--- src/rtl/lcd_drv_pkg.sv ---
// Package: level codes and shared constants for the LCD drive sequencer.
// Assumes the analog stage decodes LVL_* into low, half-supply, high, or high-Z.
package lcd_drv_pkg;
    localparam int LVL_W = 2;

    typedef enum logic [LVL_W-1:0] {
        LVL_LOW  = 2'b00,
        LVL_MID  = 2'b01,
        LVL_HIGH = 2'b10,
        LVL_OFF  = 2'b11
    } lvl_e;
endpackage

--- src/rtl/lcd_phase_seq.sv ---
// Phase sequencer: counts display phases within a frame and latches the drive
// scheme and bank at the frame start, so a frame never mixes schemes.
// Assumes tick is a single-cycle enable; PH_W must cover four phases.
module lcd_phase_seq #(
    parameter int PH_W = 2
) (
    input  logic            clk,
    input  logic            rst_n,
    input  logic            tick,
    input  logic            mode_in,
    input  logic            bank_in,
    output logic [PH_W-1:0] phase,
    output logic            eff_mode,
    output logic            eff_bank
);
    localparam logic [PH_W-1:0] LAST_DIRECT = PH_W'(1);
    localparam logic [PH_W-1:0] LAST_DUPLEX = PH_W'(3);

    logic [PH_W-1:0] phase_q;
    logic [PH_W-1:0] phase_nxt;
    logic            mode_q;
    logic            bank_q;
    logic            at_start;
    logic            at_end;

    // Pick live controls at the frame start, latched ones elsewhere.
    always_comb begin
        at_start  = (phase_q == '0);
        eff_mode  = at_start ? mode_in : mode_q;
        eff_bank  = at_start ? bank_in : bank_q;
        at_end    = eff_mode ? (phase_q == LAST_DUPLEX) : (phase_q == LAST_DIRECT);
        phase_nxt = at_end ? '0 : phase_q + PH_W'(1);
    end

    // Advance the phase and capture controls on a frame-start tick.
    always_ff @(posedge clk) begin
        if (!rst_n) begin
            phase_q <= '0;
            mode_q  <= 1'b0;
            bank_q  <= 1'b0;
        end else if (tick) begin
            phase_q <= phase_nxt;
            if (at_start) begin
                mode_q <= mode_in;
                bank_q <= bank_in;
            end
        end
    end

    assign phase = phase_q;
endmodule

--- src/rtl/lcd_bp_gen.sv ---
// Backplane level generator: maps the phase and scheme to the two backplane codes.
// Assumes phase stays below 2 in the single-backplane scheme.
module lcd_bp_gen
    import lcd_drv_pkg::*;
#(
    parameter int PH_W = 2
) (
    input  logic [PH_W-1:0] phase,
    input  logic            dplx,
    output lvl_e            bp1,
    output lvl_e            bp2
);
    // Decode backplane levels for the current phase.
    always_comb begin
        bp1 = LVL_LOW;
        bp2 = LVL_OFF;
        if (!dplx) begin
            bp1 = phase[0] ? LVL_LOW : LVL_HIGH;
        end else begin
            case (phase[1:0])
                2'd0:    begin bp1 = LVL_HIGH; bp2 = LVL_MID;  end
                2'd1:    begin bp1 = LVL_MID;  bp2 = LVL_HIGH; end
                2'd2:    begin bp1 = LVL_LOW;  bp2 = LVL_MID;  end
                default: begin bp1 = LVL_MID;  bp2 = LVL_LOW;  end
            endcase
        end
    end
endmodule

--- src/rtl/lcd_seg_cell.sv ---
// Segment cell: computes one segment's full-swing level from its two stored bits.
// Assumes the backplane pattern of lcd_bp_gen: even phases carry BP1 at full
// level, phase bit 1 marks the low half of the frame.
module lcd_seg_cell
    import lcd_drv_pkg::*;
#(
    parameter int PH_W = 2
) (
    input  logic [PH_W-1:0] phase,
    input  logic            dplx,
    input  logic            bank,
    input  logic            bit_even,
    input  logic            bit_odd,
    output lvl_e            lvl
);
    logic sel_bit;
    logic go_low;

    // Choose the governing bit and whether this phase drives low.
    always_comb begin
        if (!dplx) begin
            sel_bit = bank ? bit_odd : bit_even;
            go_low  = phase[0] ^ sel_bit;
        end else begin
            sel_bit = phase[0] ? bit_odd : bit_even;
            go_low  = phase[1] ^ sel_bit;
        end
        lvl = go_low ? LVL_LOW : LVL_HIGH;
    end
endmodule

--- src/rtl/lcd_drive_seq.sv ---
// Top: direct/duplex LCD drive sequencer. Registers backplane and segment
// codes on each tick; reset blanks the segments and parks the backplanes
// low, or undriven when cascade_en is set.
// Assumes seg_bytes is stable around a tick.
module lcd_drive_seq
    import lcd_drv_pkg::*;
#(
    parameter int NUM_REGS = 8,
    parameter int REG_W    = 8
) (
    input  logic                                   clk,
    input  logic                                   rst_n,
    input  logic                                   tick,
    input  logic                                   cascade_en,
    input  logic                                   mode_sel,
    input  logic                                   bank_sel,
    input  logic [NUM_REGS*REG_W-1:0]              seg_bytes,
    output logic [LVL_W-1:0]                       bp1_code,
    output logic [LVL_W-1:0]                       bp2_code,
    output logic [(NUM_REGS/2)*REG_W*LVL_W-1:0]    seg_code
);
    localparam int NUM_SEG   = (NUM_REGS / 2) * REG_W;
    localparam int SEG_BUS_W = NUM_SEG * LVL_W;
    localparam int PH_W      = 2;

    logic [PH_W-1:0] phase;
    logic            eff_mode;
    logic            eff_bank;
    lvl_e            bp1_nxt;
    lvl_e            bp2_nxt;
    lvl_e            seg_nxt [NUM_SEG];
    logic [LVL_W-1:0]     bp1_q;
    logic [LVL_W-1:0]     bp2_q;
    logic [SEG_BUS_W-1:0] seg_q;
    logic [LVL_W-1:0]     park_lvl;

    lcd_phase_seq #(.PH_W(PH_W)) u_seq (
        .clk      (clk),
        .rst_n    (rst_n),
        .tick     (tick),
        .mode_in  (mode_sel),
        .bank_in  (bank_sel),
        .phase    (phase),
        .eff_mode (eff_mode),
        .eff_bank (eff_bank)
    );

    lcd_bp_gen #(.PH_W(PH_W)) u_bp (
        .phase (phase),
        .dplx  (eff_mode),
        .bp1   (bp1_nxt),
        .bp2   (bp2_nxt)
    );

    for (genvar s = 0; s < NUM_SEG; s++) begin : g_seg
        localparam int GRP = s / REG_W;
        localparam int BIT = s % REG_W;
        lcd_seg_cell #(.PH_W(PH_W)) u_cell (
            .phase    (phase),
            .dplx     (eff_mode),
            .bank     (eff_bank),
            .bit_even (seg_bytes[(2*GRP)*REG_W + BIT]),
            .bit_odd  (seg_bytes[(2*GRP+1)*REG_W + BIT]),
            .lvl      (seg_nxt[s])
        );
    end

    // Reset-time backplane level: parked low, or released in cascade use.
    assign park_lvl = cascade_en ? LVL_OFF : LVL_LOW;

    // Register the output codes once per tick.
    always_ff @(posedge clk) begin
        if (!rst_n) begin
            bp1_q <= park_lvl;
            bp2_q <= park_lvl;
            seg_q <= '0;
        end else if (tick) begin
            bp1_q <= bp1_nxt;
            bp2_q <= bp2_nxt;
            for (int s = 0; s < NUM_SEG; s++) begin
                seg_q[s*LVL_W +: LVL_W] <= seg_nxt[s];
            end
        end
    end

    assign bp1_code = bp1_q;
    assign bp2_code = bp2_q;
    assign seg_code = seg_q;
endmodule

--- config.mk ---
export PLATFORM = sky130hd
export DESIGN_NAME = lcd_drive_seq
export DESIGN_NICKNAME = d
export VERILOG_FILES = /design/src/rtl/lcd_drv_pkg.sv /design/src/rtl/lcd_phase_seq.sv /design/src/rtl/lcd_bp_gen.sv /design/src/rtl/lcd_seg_cell.sv /design/src/rtl/lcd_drive_seq.sv
export SDC_FILE = /design/constraint.sdc
export NUM_CORES = 1
export LEC_CHECK = 0
export BUFFER_PORTS_ARGS = -buffer_cell sky130_fd_sc_hd__buf_2
export CAP_MARGIN = 25
export CORE_MARGIN = 4
export CORE_UTILIZATION = 45
export DETAILED_ROUTE_END_ITERATION = 8
export PLACE_DENSITY_LB_ADDON = 0.1
export REMOVE_ABC_BUFFERS = 1
export SLEW_MARGIN = 10
export SYNTH_ARGS = -nofsm -noshare
export SYNTH_HDL_FRONTEND = slang
export SYNTH_HIERARCHICAL = 1
export SYNTH_SLANG_ARGS = --single-unit
--- constraint.sdc ---
create_clock -name clk -period 5.7 [get_ports clk]
set_input_delay 0.855 -clock clk [delete_from_list [all_inputs] [get_ports clk]]
set_output_delay 0.855 -clock clk [all_outputs]
set_load 0.05 [all_outputs]
==> results of run 1 <==
-- per-layer routing --
| layer | global-route usage [%] | vias up | wire length, µm |
|---|---|---|---|
| met5 | 0 | - | 7 |
| li1 | - | 2270 | - |
| met2 | 29.2 | 98 | 6090 |
| met4 | 5.71 | 2 | 87 |
| met3 | 7.50 | 8 | 871 |
| met1 | 23.5 | 2106 | 5900 |
-- Yosys cell counts (all sizes together), types with 2 or more instances --
library cell / number / share of area [%]
o2111ai: 32 / 5.2
a221o: 32 / 5.9
nor2b: 98 / 11
mux2i: 99 / 18
nand3b: 32 / 4.4
inv: 4 / 0.28
conb: 32 / 2.2
or3: 32 / 4.4
and3b: 32 / 5.9
buf: 40 / 6.6
dfxtp: 68 / 25
o21ai: 33 / 5.3
clkbuf: 7 / 0.48
edfxtp: 4 / 2.2
nand2b: 2 / 0.23
nand2: 9 / 0.62
mux2: 2 / 0.48
-- kinds of logic (layout without fill, tap and decap cells) --
logic type	Yosys count	count (layout)	share of synthesized area [%]
AO/OA/AOI/OAI	98	98	16.5
XOR/XNOR	1	1	0.161
adder cells (fa/ha/maj)	1	1	0.230
buffers and inverters	51	164	7.37
flip-flops	72	72	27.3
multiplexers	101	101	18.7
other	32	33	2.21
AND/OR/NAND/NOR	209	209	27.5
-- power groups by stage --
stage,Combinational [mW],Clock [mW],Sequential (mW)
floorplan,0.332,0,0.756
global placement,0.644,0,0.585
detailed placement,0.667,0,0.586
CTS,0.669,0.571,0.575
global route,0.732,0.592,0.580
finish,0.671,0.546,0.575
-- through the flow --
| step | hold slack, ns | instance area [µm²] | util, % | power (mW) |
|---|---|---|---|---|
| 6_report | 0.510 | 6290 | 54.2 | 1.79 |
| 4_1_cts | 0.513 | 6260 | 53.9 | 1.82 |
| 3_3_place_gp | 0.490 | 5950 | 51.3 | 1.23 |
| 3_5_place_dp | 0.497 | 5970 | 51.4 | 1.25 |
| 5_1_grt | 0.534 | 6290 | 54.1 | 1.90 |
| 2_1_floorplan | 0.478 | 5040 | - | 1.09 |
-- worst min path at each step --
stage,end,cells after the start,start,slack (ns)
global route,seg_code[22]$_SDFFE_PN0P_,2,seg_code[22]$_SDFFE_PN0P_,0.53
finish,seg_code[44]$_SDFFE_PN0P_,2,seg_code[44]$_SDFFE_PN0P_,0.51
detailed placement,seg_code[61]$_SDFFE_PN0P_,2,seg_code[61]$_SDFFE_PN0P_,0.50
global placement,seg_code[36]$_SDFFE_PN0P_,2,seg_code[36]$_SDFFE_PN0P_,0.49
floorplan,u_seq/bank_q$_SDFFE_PN0P_,2,u_seq/bank_q$_SDFFE_PN0P_,0.48
CTS,seg_code[61]$_SDFFE_PN0P_,2,seg_code[61]$_SDFFE_PN0P_,0.51
-- tightest hold or removal path: cells and delay by family, from the launching register on --
kind	cells	cell delay [ns]
muxes	1	0.06
DFF	1	0.32
and+or+nand+nor	1	0.09
-- registers in the layout, indices dropped and copies added (netlist names) --
name	count
u_seq/phase	2
u_seq/mode_q	1
u_seq/bank_q	1
bp1_code	2
bp2_code	2
seg_code	64
-- area by class of cell --
cell class	instances	area [µm²]
Antenna cell	1	2.50
Clock buffer	11	243
Clock inverter	5	42.5
Fill cell	1100	5320
Inverter	4	15.0
Multi-Input combinational cell	442	3550
Sequential cell	72	1490
Tap cell	143	179
Timing Repair Buffer	144	773
==> key figures, run 1 <==
Pwr
  – Max VDD drop: 0.200 mV
  – Pwr/cell area: 285 nW/µm²
  – Pint: 1.11 mW
  – Net Sw Frac: 37.8%
  – Clk pwr share: 30.5%
  – Reg power frac: 32.1%
  – Switching power total: 0.678 mW
  – Combinational share of power: 37.4%
  – Pleak: 2.87 nW

Floorplanning
  – Starting Density: 46.8%
  – Core Area: 11600 µm²
  – Die ar.: 13900 µm²
  – IO Pins: 138
  – Die height: 118 µm
  – Rows: 39
  – Die W: 118 µm

Synth
  – Mapped Cells: 565
  – Yosys warns: 6
  – Post-synth EDFFs: 4
  – Sequential fraction of the synthesis area: 27.3%
  – Yosys reg bits: 72
  – Yosys cell types: 29
  – Commonest register cell after synthesis: dfxtp_1
  – Synth Cell Area: 5430 µm²
  – Syn avg cell area: 9.61 µm²
  – Post-synth ARST share: 0%

Setup path
  – CP endpoint kind: register
  – CP endpoint: seg_code[7]$_SDFFE_PN0P_
  – Reg2reg end: seg_code[7]$_SDFFE_PN0P_
  – Slowest cell on the critical path: buf_4
  – CP Cell Sequence: buf_4 > inv_1 > ha_1 > mux2_4 > buf_4 > mux2i_1 > a221o_1 > o21ai_2 > mux2i_1 > nor2b_1
  – Startpoint types: register
  – R2R depth: 10
  – Worst Path Buf+Inv: 3
  – Setup crit start: u_seq/phase[1]$_SDFFE_PN0P_
  – Max stage delay on crit path: 0.67 ns
  – Crit path required time: 5.98 ns
  – R2R Setup Slk: 2.43 ns
  – Crit Path Max Fanout: 102
  – Delay-heaviest family, CP: buffers and inverters
  – Worst r2r src: u_seq/phase[1]$_SDFFE_PN0P_
  – WP data arrival: 3.55 ns
  – Crit Path Category: reg2reg
  – CP Depth: 10

CTS
  – H-tree depth: 3
  – Hold_buf cts: 0
  – CTS tree: done
  – Cts repair resizes: 0
  – CTS Buffer Depth: 2
  – Sink Count: 72
  – Root Driver: clkbuf_16
  – Clock-pin slew on the worst setup and hold paths: 0.06 ns
  – Worst-skew pair later-pin latency: 0.34 ns
  – TritonCTS Buffers: 9
  – Postcts setup bufs: 0

STA
  – Final setup margin: 2.43 ns
  – Skew final: 0.00769 ns
  – Sum Neg Setup Slack: 0 ns
  – Max-slew headroom: 37.4%
  – Crit path time final: 3.27 ns
  – Final setup vio count: 0
  – Fin. Hold Viols: 0
  – RSZ-0062 raised after global routing: no
  – Slew Limit Fails: 0
  – Fmax: 0.306 GHz
  – Slew @ Worst Pin: 0.939 ns
  – Fin crit share: 57.4%

Status
  – Status: finished, final reports clean

Placed design
  – Dpl cells: 804
  – Post-DP HPWL: 8100 µm
  – Dpl ws: 1.86 ns
  – Count of input and output buffers: 137
  – Routability cong.: 0.753

Cells and area
  – Most common cell after layout, fill and taps aside: buf_2
  – Share of cells above drive strength 1: 38.5%
  – Syn-to-layout area delta: 15.8%
  – Non-Filler Instances: 822
  – Commonest non-fill, non-tap cells in the layout: 136 x buf_2, 99 x mux2i_1, 98 x nor2b_1
  – Nets@finish: 744

Routing
  – Detail Route Antenna Nets: 0
  – Routed wire length: 13000 µm
  – Vias per cell: 5.45
  – DRC Markers: 0
  – Initial DRC count: 327
  – Pre-antenna DRT Iters: 4
  – Wire per inst: 15.8 µm
  – DR vias: 4484

Global route
  – First-pass GRT wire length: 21500 µm
  – Initial antenna violation count: 1
  – Total track usage: 18.6%
  – Largest net degree at the start of global routing: 118
  – Total gr overflow: 0
  – Vias in the first global route: 4276

Flow run
  – Maxcap violations: 0

Hold path
  – Hold Path Class: reg2reg
Power figures use the tool's default switching activity.
==> inputs of run 2 (changes only) <==
clock period = 3.4 ns   (was 5.7 ns; I/O delays follow)
==> run 2 against run 1 <==
Against the previous run:
- sequential share of layout area decreased by 0.29 points
- total power rose by 78%
- global-route usage fell by 0.67 points
- first-iteration DRC count down 38%
- register-to-register slack worse by 1.5 ns
- die area unchanged
- via count is 1.3% lower
- sequential cell count did not move
- non-clock buffer count grew 2
- count of clock-buffer cells in the layout grew 1
- maximum frequency rose by 32%
- largest cell class unchanged
==> key figures, run 2 (synthesis results as in run 1) <==
Setup path
  – WP data arrival: 2.69 ns (-0.86 ns)
  – Startpoint types: register
  – R2R depth: 9 (-1)
  – Crit Path Max Fanout: 69 (-32%)
  – Reg2reg end: seg_code[63]$_SDFFE_PN0P_
  – Crit Path Category: reg2reg
  – Crit path required time: 3.62 ns (-2.36 ns)
  – CP endpoint kind: register
  – R2R Setup Slk: 0.93 ns (-1.50 ns)
  – Worst r2r src: u_seq/phase[0]$_SDFFE_PN0P_

CTS
  – Clock-pin slew on the worst setup and hold paths: 0.06 ns (about the same)
  – Sink Count: 72 (unchanged)
  – CTS Buffer Depth: 2 (unchanged)
  – Hold_buf cts: 0 (unchanged)
  – TritonCTS Buffers: 9 (unchanged)
  – Postcts setup bufs: 0 (unchanged)
  – Worst-skew pair later-pin latency: 0.34 ns (about the same)
  – H-tree depth: 3 (unchanged)
  – Cts repair resizes: 0 (unchanged)
  – Root Driver: clkbuf_16
  – CTS tree: done

Cells and area
  – Nets@finish: 746 (+0.27%)
  – Share of cells above drive strength 1: 38.7% (+0.18 points)
  – Post-route cell area: 6370 µm² (+1.2%)
  – Max FFs per register: 64 (unchanged)
  – Syn-to-layout area delta: 17.3%
  – Filler instances: 1068 (-2.9%)
  – Fin util: 54.8% (+0.67 points)
  – Commonest non-fill, non-tap cells in the layout: 136 x buf_2, 99 x mux2i_1, 98 x nor2b_1
  – Non-Filler Instances: 824 (+0.24%)
  – Most common cell after layout, fill and taps aside: buf_2

Floorplanning
  – IO Pins: 138 (unchanged)
  – Die height: 118 µm (unchanged)
  – Core Area: 11600 µm² (unchanged)
  – Die W: 118 µm (unchanged)
  – Starting Density: 46.8% (unchanged)
  – Rows: 39 (unchanged)
  – Die ar.: 13900 µm² (unchanged)

Flow run
  – Maxcap violations: 0 (unchanged)

STA
  – Fin crit share: 72.7% (+15 points)
  – Crit path time final: 2.47 ns (-0.799 ns)
  – Fmax: 0.404 GHz (+32%)
  – RSZ-0062 raised after global routing: no
  – Hold slack: 0.510 ns (+0.000404 ns)
  – Max-slew headroom: 37.7% (+0.31 points)
  – Slew Limit Fails: 0 (unchanged)
  – Slew @ Worst Pin: 0.934 ns (-0.00459 ns)
  – Final setup vio count: 0 (unchanged)
  – Fin. Hold Viols: 0 (unchanged)
  – Skew final: 0.00718 ns (-0.000507 ns)

Pwr
  – Pleak: 2.90 nW (+1.2%)
  – Pwr/cell area: 500 nW/µm² (+75%)
  – Max VDD drop: 0.302 mV (+51%)

Routing
  – Wire per inst: 15.5 µm (-1.8%)
  – Routed wire length: 12700 µm (-1.6%)
  – DR vias: 4425 (-1.3%)
  – DRC Markers: 0 (unchanged)
  – Detail Route Antenna Nets: 0 (unchanged)
  – Vias per cell: 5.37 (-1.6%)
  – Initial DRC count: 202 (-38%)
  – Pre-antenna DRT Iters: 4 (unchanged)

Placed design
  – Post-DP HPWL: 8210 µm (+1.3%)
  – Area after DPL: 6020 µm² (+0.80%)
  – Dpl cells: 807 (+0.37%)
  – Count of input and output buffers: 137 (unchanged)
  – Routability cong.: 0.739 (-1.9%)

Global route
  – Total gr overflow: 0 (unchanged)
  – Vias in the first global route: 4168 (-2.5%)
  – Largest net degree at the start of global routing: 102 (-14%)
  – Total track usage: 17.9% (-0.67 points)
  – First-pass GRT wire length: 20900 µm (-3.0%)
  – Initial antenna violation count: 0 (-1)

Hold path
  – Beginning of the worst hold path: seg_code[15]$_SDFFE_PN0P_
  – Hold path cells: 2 (unchanged)
  – Hold Path Class: reg2reg
  – Hold Path End: seg_code[15]$_SDFFE_PN0P_

Status
  – Status: finished, final reports clean
-- run 2: cell count changes in the layout (fill, tap and decap cells not counted), sizes merged --
cell and change:
clkinv -4, buf +2, bufinv +2, clkbuf +1, clkinvlp +1
-- run 2: critical path, cell delays in order (launching register included) --
cell,delay [ns]
dfxtp_4,0.34
inv_1,0.08
ha_1,0.20
mux2_2,0.54
buf_12,0.26
or3_2,0.47
o2111ai_1,0.11
o21ai_2,0.08
mux2i_1,0.18
nor2b_1,0.06
-- run 2: cell type report --
cell class | instances | area, µm² | share of cell area (%)
tap | 143 | 179 | 2.81
antenna | 1 | 2.50 | 0.0393
inverter | 4 | 15.0 | 0.236
clock buffer | 12 | 268 | 4.21
sequential | 72 | 1490 | 23.3
multi-input combinational | 442 | 3550 | 55.7
clock inverter | 4 | 75.1 | 1.18
timing repair buffer | 146 | 793 | 12.5
-- run 2: how the worst max path moves through the flow --
| stage | slack [ns] | endpoint | cells after the start | start |
|---|---|---|---|---|
| floorplan | -1.05 | seg_code[11]$_SDFFE_PN0P_ | 8 | u_seq/phase[0]$_SDFFE_PN0P_ |
| global placement | 1.02 | seg_code[63]$_SDFFE_PN0P_ | 9 | u_seq/phase[0]$_SDFFE_PN0P_ |
| detailed placement | 0.95 | seg_code[63]$_SDFFE_PN0P_ | 9 | u_seq/phase[0]$_SDFFE_PN0P_ |
| CTS | 0.94 | seg_code[37]$_SDFFE_PN0P_ | 9 | u_seq/phase[0]$_SDFFE_PN0P_ |
| global route | 0.70 | seg_code[31]$_SDFFE_PN0P_ | 9 | u_seq/phase[0]$_SDFFE_PN0P_ |
| finish | 0.93 | seg_code[63]$_SDFFE_PN0P_ | 9 | u_seq/phase[0]$_SDFFE_PN0P_ |
-- run 2: per-layer routing --
metal / vias up / GRT usage [%] / part of all wire [%]
met5: - / 0 / 0
met4: 0 / 7.47 / 1.8
met3: 15 / 5.19 / 5.6
met2: 99 / 28.3 / 46
met1: 2040 / 23.0 / 47
li1: 2271 / - / -
-- run 2: power by group --
| part | leakage (nW) | total [mW] | switching (mW) | internal, mW |
|---|---|---|---|---|
| clock network | 0.160 | 1.09 | 0.383 | 0.708 |
| logic | 2.14 | 1.13 | 0.702 | 0.424 |
| registers | 0.603 | 0.965 | 0.0360 | 0.929 |
-- run 2: through the flow --
stage	TNS (ns)	power [mW]	setup WS, ns
after CTS	0	3.21	0.936
after global routing	0	3.36	0.695
after detailed placement	0	2.11	0.954
final	0	3.18	0.927
after floorplan	-37.62	1.82	-1.05
after global placement	0	2.08	1.02
